## src/rtl/vliw_router.sv

```systemverilog
module vliw_router #(
  parameter int SLOT_W = 32,
  parameter int NSLOT  = 4,
  parameter int NUNIT  = 5
) (
  input  logic                    clk,
  input  logic                    rst_n,
  input  logic                    in_valid,
  output logic                    in_ready,
  input  logic [NSLOT*SLOT_W-1:0] in_word,
  input  logic [NUNIT-1:0]        unit_ready,
  output logic [NUNIT-1:0]        unit_valid,
  output logic [NUNIT*SLOT_W-1:0] unit_op,
  output logic                    err_o
);
  localparam int SHORT_SLOTS = NSLOT / 2;

  function automatic int target(logic [1:0] f, int s);
    case (f)
      2'd0:    target = (s == 0) ? 0 : (s == 1) ? 1 : (s == 2) ? 3 : 4;
      2'd1:    target = (s == 0) ? 0 : (s == 1) ? 2 : (s == 2) ? 3 : 4;
      2'd2:    target = (s == 0) ? 0 : (s == 1) ? 1 : (s == 2) ? 2 : 4;
      default: target = (s == 0) ? 0 : (s == 1) ? 1 : 3;
    endcase
  endfunction

  wire [1:0] fmt      = in_word[SLOT_W-1 -: 2];
  wire       long_w   = in_word[SLOT_W-3];
  logic [NUNIT-1:0] need;
  logic             conflict;

  always_comb begin
    need     = '0;
    conflict = 1'b0;
    unit_op  = '0;
    for (int s = 0; s < NSLOT; s++) begin
      if (s < SHORT_SLOTS || long_w) begin
        int t;
        t = target(fmt, s);
        if (need[t] && t > 1) conflict = 1'b1;
        need[t] = 1'b1;
        unit_op[t*SLOT_W +: SLOT_W] = in_word[s*SLOT_W +: SLOT_W];
      end
    end
  end

  wire all_ready = ((need & ~unit_ready) == '0);
  assign in_ready   = conflict || all_ready;
  assign unit_valid = (in_valid && !conflict && all_ready) ? need : '0;

  always_ff @(posedge clk or negedge rst_n)
    if (!rst_n) err_o <= 1'b0;
    else        err_o <= in_valid && conflict;

  a_r8_idle_quiet: assert property (@(posedge clk) disable iff (!rst_n)
    !in_valid |-> unit_valid == '0);
  a_r5_whole_or_none: assert property (@(posedge clk) disable iff (!rst_n)
    (unit_valid != '0) |-> (in_ready && (unit_valid & ~unit_ready) == '0));
  a_r2_short_two: assert property (@(posedge clk) disable iff (!rst_n)
    (in_valid && !long_w) |-> $countones(unit_valid) <= 2);
  a_r7_err_after_drop: assert property (@(posedge clk) disable iff (!rst_n)
    (in_valid && in_ready && unit_valid == '0) |=> (err_o || $past(all_ready && !conflict)));
  a_r7_err_onecycle: assert property (@(posedge clk) disable iff (!rst_n)
    err_o |-> $past(in_valid && in_ready));
endmodule

```

## config.mk

```make
export PLATFORM = sky130hd
export DESIGN_NAME = vliw_router
export DESIGN_NICKNAME = d
export VERILOG_FILES = /design/src/rtl/vliw_router.sv
export SDC_FILE = /design/constraint.sdc
export NUM_CORES = 1
export LEC_CHECK = 0
export BUFFER_PORTS_ARGS = -buffer_cell sky130_fd_sc_hd__buf_2
export CORE_AREA = 2 2 117 119
export DETAILED_ROUTE_END_ITERATION = 7
export DIE_AREA = 0 0 119 121
export PLACE_DENSITY = 0.56
export SLEW_MARGIN = 20
export SYNTH_ARGS = -nofsm -noshare
export SYNTH_HDL_FRONTEND = slang
export SYNTH_SLANG_ARGS = --single-unit
```

## constraint.sdc

```tcl
create_clock -name clk -period 2 [get_ports clk]
set_input_delay 0.4 -clock clk [delete_from_list [all_inputs] [get_ports clk]]
set_output_delay 0.4 -clock clk [all_outputs]
set_load 0.01 [all_outputs]
```

Word-level counts from Yosys, hierarchy flattened. Memories as Yosys holds them, arrays and structs flattened. Cells that the tools add are included.

Register bits: 1. Memory bits (read-only): 8. Bits of input ports: 136. Output and inout bits: 167. Word-level logic and storage cells: 72. Memories: 1.

Memory list: (name not given) (words 8, bits a word 1, rd ports 1, clocked after memory_dff 0, wr ports 0, line 40) `if (need[t] && t > 1) conflict = 1'b1;`.

Add/sub/neg operators: 3. Magnitude comparators: 9. Equality and inequality tests: 2. Shift operators: 6. Mux-type cells: 32. Bitwise logic cells: 4. Reduce and logical (&&, ||, !) cells: 14.

Operators by type and width (count): 160-bit bitwise mux (3); 32-bit by 33-bit variable shift with 160-bit output (first input constant) (3); 32-bit by 33-bit indexed part select with 160-bit output (3); 160-bit two-way mux (2); 32-bit negator with 33-bit output (2); 32-bit by 1-bit >= comparator with 1-bit output (second input constant) (2); 32-bit by 2-bit > comparator with 1-bit output (second input constant) (2); 32-bit by 5-bit < comparator with 1-bit output (second input constant) (2); 32-bit two-way mux (2); 7-bit negator with 33-bit output (1); 1-bit two-way mux (15); 5-bit two-way mux (3); 5-bit bitwise OR (2); 1-bit demux with 3-bit select (3); 1-bit logical AND (9); 1-bit binary-select mux with 3-bit select (2); 5-bit AND (1); 5-bit zero test (1); 5-bit inverter (1); 2-bit by 4-bit < comparator with 1-bit output (second input constant) (1); 3-bit two-way mux (1); 3-bit OR reduction (1); 2-bit by 1-bit == test with 1-bit output (second input constant) (1); 2-bit == test (second input constant) (1); 6 further kinds (6).

Depth between registers and ports, before layout.
Word-level depth: 19. Depth in mapped cells: 7. Depth with buffers taken out: 5.

Worst setup path after synthesis. Ideal clock, no wire load.

Path kind: input to output. Start point: in in_word[30]. End point: out unit_valid[3]. Arrival time: 1.547 ns. Required time: 1.600 ns. Path slack: 0.053 ns. Stages: 5. Buffers on the path: 1. Cells stage by stage: ha_1 -> buf_6 -> mux2i_1 -> o21ai_2 -> nor4b_1.

Word-level cells in the longest chain between the ends: 19. Elaborated cells between the ends (all ways): 54. Those cells by class: 9 x order compare; 2 x eq/ne; 27 x mux; 3 x bitwise; 12 x reduce/logical; 1 x memory.

Ends and longest elaborated chain: start, declared (line 10) `input logic [NSLOT*SLOT_W-1:0] in_word,`; 2-bit == test (line 19) `case (f)`; 1-bit two-way mux (line 19); 32-bit two-way mux (line 37) `if (s < SHORT_SLOTS || long_w) begin`; 32-bit by 1-bit >= comparator with 1-bit output (not written as such) / 32-bit by 5-bit < comparator with 1-bit output (equally long branches) (line 41) `need[t] = 1'b1;`; 1-bit logical AND (not written as such) (line 41); 1-bit two-way mux (not written as such) (line 41); 1-bit demux with 3-bit select (line 41); 5-bit bitwise OR (no source line); 5-bit two-way mux (line 37); 1-bit binary-select mux with 3-bit select (line 40); 1-bit two-way mux (not written as such) (2 in series) (line 40); 1-bit logical AND (line 40); 1-bit two-way mux (line 40); 1-bit two-way mux (line 37); 1-bit zero test (line 49) `assign unit_valid = (in_valid && !conflict && all_ready) ? need : '0;`; 1-bit logical AND (2 in series) (line 49); 5-bit two-way mux (*) (line 49); end, declared (line 12) `output logic [NUNIT-1:0] unit_valid,`.

Mark *: on every way between the ends. The rest lies on a longest branch, timed or not. The select of a mux whose other input is x is not followed.

Final worst setup path.
Start point: in in_word[31]. End point: out unit_valid[1].

The elaborated chain is that of the path after synthesis.

==> qor.csv <==
metric;value;unit
irDropWorstVdd;0.06010;mV
rsz0062_at_grt;yes;
dr.pass1.iters;4;
coreArea;13090;µm²
crit_path_end_kind;output port;
grt.overflow.total;0;
max_freq;0.5131;GHz
final_nets;664;
hold_viol_final;0;
numPortBuffers;244;
status;completed;
multi_input_area;1448;µm²
slew_viol_final;0;
fin_crit;1.949;ns
ys_types;30;
dp_hpwl;7674;µm
antenna_left;0;
postSynthCellCount;315;
cap_viol_max_count;0;
rows;42;
layout-drive-gt1-share;0.5441;
fill_cells;1501;
final_common_cell;buf_2;
synthDominantCellAreaShare;0.1376;
finalSetupViolCount;0;
diodes;0;
regArea;25.02;µm²
dieHeight;121;µm
placed_cells;692;
routed_wl;9272;µm
netlist_area;1773;µm²
fin_crit_sh;0.9745;
relSlewSlack;0.8129;
p_leak;1.790;nW
yosys.area.top_type;nand2_1;
hold_class;input pin to async pin;
final_cell_mix;buf_2 (242), nand2_1 (65), nor2_1 (34);
die_area;14400;µm²
fin_ws;0.05102;ns
cts-hold-fix-buffers;0;
vias;2862;
worst-setup-path-type;input pin to output port;
synth.area.top_cells;nand2_1 (14%), a22oi_1 (14%), buf_4 (14%);
yosysWarnings;0;
antenna_found_initial;0;
synth_area_per_cell;5.628;µm²
clkTransAtPathRegs;0;ns
postSynthNetCount;455;
largest_register_ffs;1;
drtIter0Drc;56;
grt_pass1_vias;2554;
worst_setup_path_start_kind;input pin;
tightestPinTransition;0.2800;ns
gp_congestion;0.7735;
top_register;err_o;
grt_max_degree;37;
areaGrowthSynthToFinish;82.50;%
avgViaCountPerCell;4.100;
reg_top3;err_o: 1 flops;
ys_ff_latch;1;
cp.arrival;1.55;ns
cp_max_fo;5;
final-instance-count-excl-fill;698;
ioPinCount;303;
track_usage;0.1155;
wl_per_cell;13.28;µm
drc_errors;0;
die_w;119;µm
powerDensity;237.8;nW/µm²
start_util;0.1355;
dp_slack;-0.1507;ns
grt_pass1_wl;13440;µm
critPathRequiredTime;1.60;ns
seq_area_frac_synth;0.01411;
metal layers:
| metal | share of wire | vias up | GRT usage | wire (µm) |
|---|---|---|---|---|
| li1 | - | 1426 | - | - |
| met1 | 0.40 | 1271 | 0.1356 | 3699 |
| met2 | 0.51 | 149 | 0.2231 | 4766 |
| met3 | 0.073 | 16 | 0.01739 | 677 |
| met4 | 0.014 | 0 | 0.01860 | 129 |
| met5 | 0 | - | 0 | 0 |
cell usage after synthesis, drive strengths merged:
library cell and count:
nor4b 1, a22oi 32, buf 49, o21ai 34
nor3b 3, nand2 65, ha 4, nor3 2
clkbuf 10, nand2b 1, nand3 1, mux2i 1
or2b 1, nand3b 1, nor2b 32, and2 33
a311o 1, nor4 2, dfrtp 1, o22ai 1
inv 4, nor2 36
where the power goes:
| group | internal, mW | leakage [nW] | switching [mW] |
|---|---|---|---|
| combinational | 0.355 | 1.78 | 0.393 |
| sequential | 0.0212 | 0.0137 | 0.000131 |
| clock | 0 | 0 | 0 |
stage by stage:
stage          instance area, µm²   TNS, ns  power (mW)    util  hold slack, ns
5_1_grt                      3236  -0.04874      0.8415  0.2473          0.1851
4_1_cts                      3219         0      0.7762  0.2460          0.1801
6_report                     3236         0      0.7696  0.2473          0.1786
2_1_floorplan                1773         0      0.4118       -          0.1044
3_3_place_gp                 3047   -0.9136      0.7205  0.2328          0.1836
3_5_place_dp                 3047    -1.123      0.7205  0.2328          0.1798
layout make-up:
cell class / count / share of cell area
tap: 176 / 0.06806
inverter: 4 / 0.005414
timing repair buffer: 266 / 0.4714
multi-input combinational: 251 / 0.4474
sequential: 1 / 0.007734
what timing repair did:
item                                    4_1_cts  5_1_grt
resized for setup                            19        9
gates cloned                                  2        0
setup buffers                                 5        1
endpoints found under the setup margin       37       35
pin swaps                                     5        7
worst max-delay path: stages:
cell     delay, ns
buf_6         0.12
ha_4          0.17
nor3b_2       0.05
a311o_1       0.38
nor4_1        0.24
buf_2         0.18
worst max-delay path by stage:
stage | from | endpoint | cells after the start
after floorplan | in_word[30] | unit_valid[3] | 5
after global placement | in_word[31] | unit_valid[1] | 7
after detailed placement | in_word[31] | unit_valid[1] | 7
after CTS | in_word[31] | unit_valid[1] | 7
after global routing | in_word[30] | unit_op[96] | 9
final | in_word[31] | unit_valid[1] | 6
cells by family after synthesis:
| kind of cell | after synthesis | synth area share |
|---|---|---|
| adder cells (fa/ha/maj) | 4 | 0.02823 |
| AO/OA/AOI/OAI | 68 | 0.2428 |
| multiplexers | 1 | 0.005646 |
| AND/OR/NAND/NOR | 178 | 0.4940 |
| buffers and inverters | 63 | 0.2152 |
| flip-flops | 1 | 0.01411 |
No activity file was read; power rests on OpenSTA's default activity.
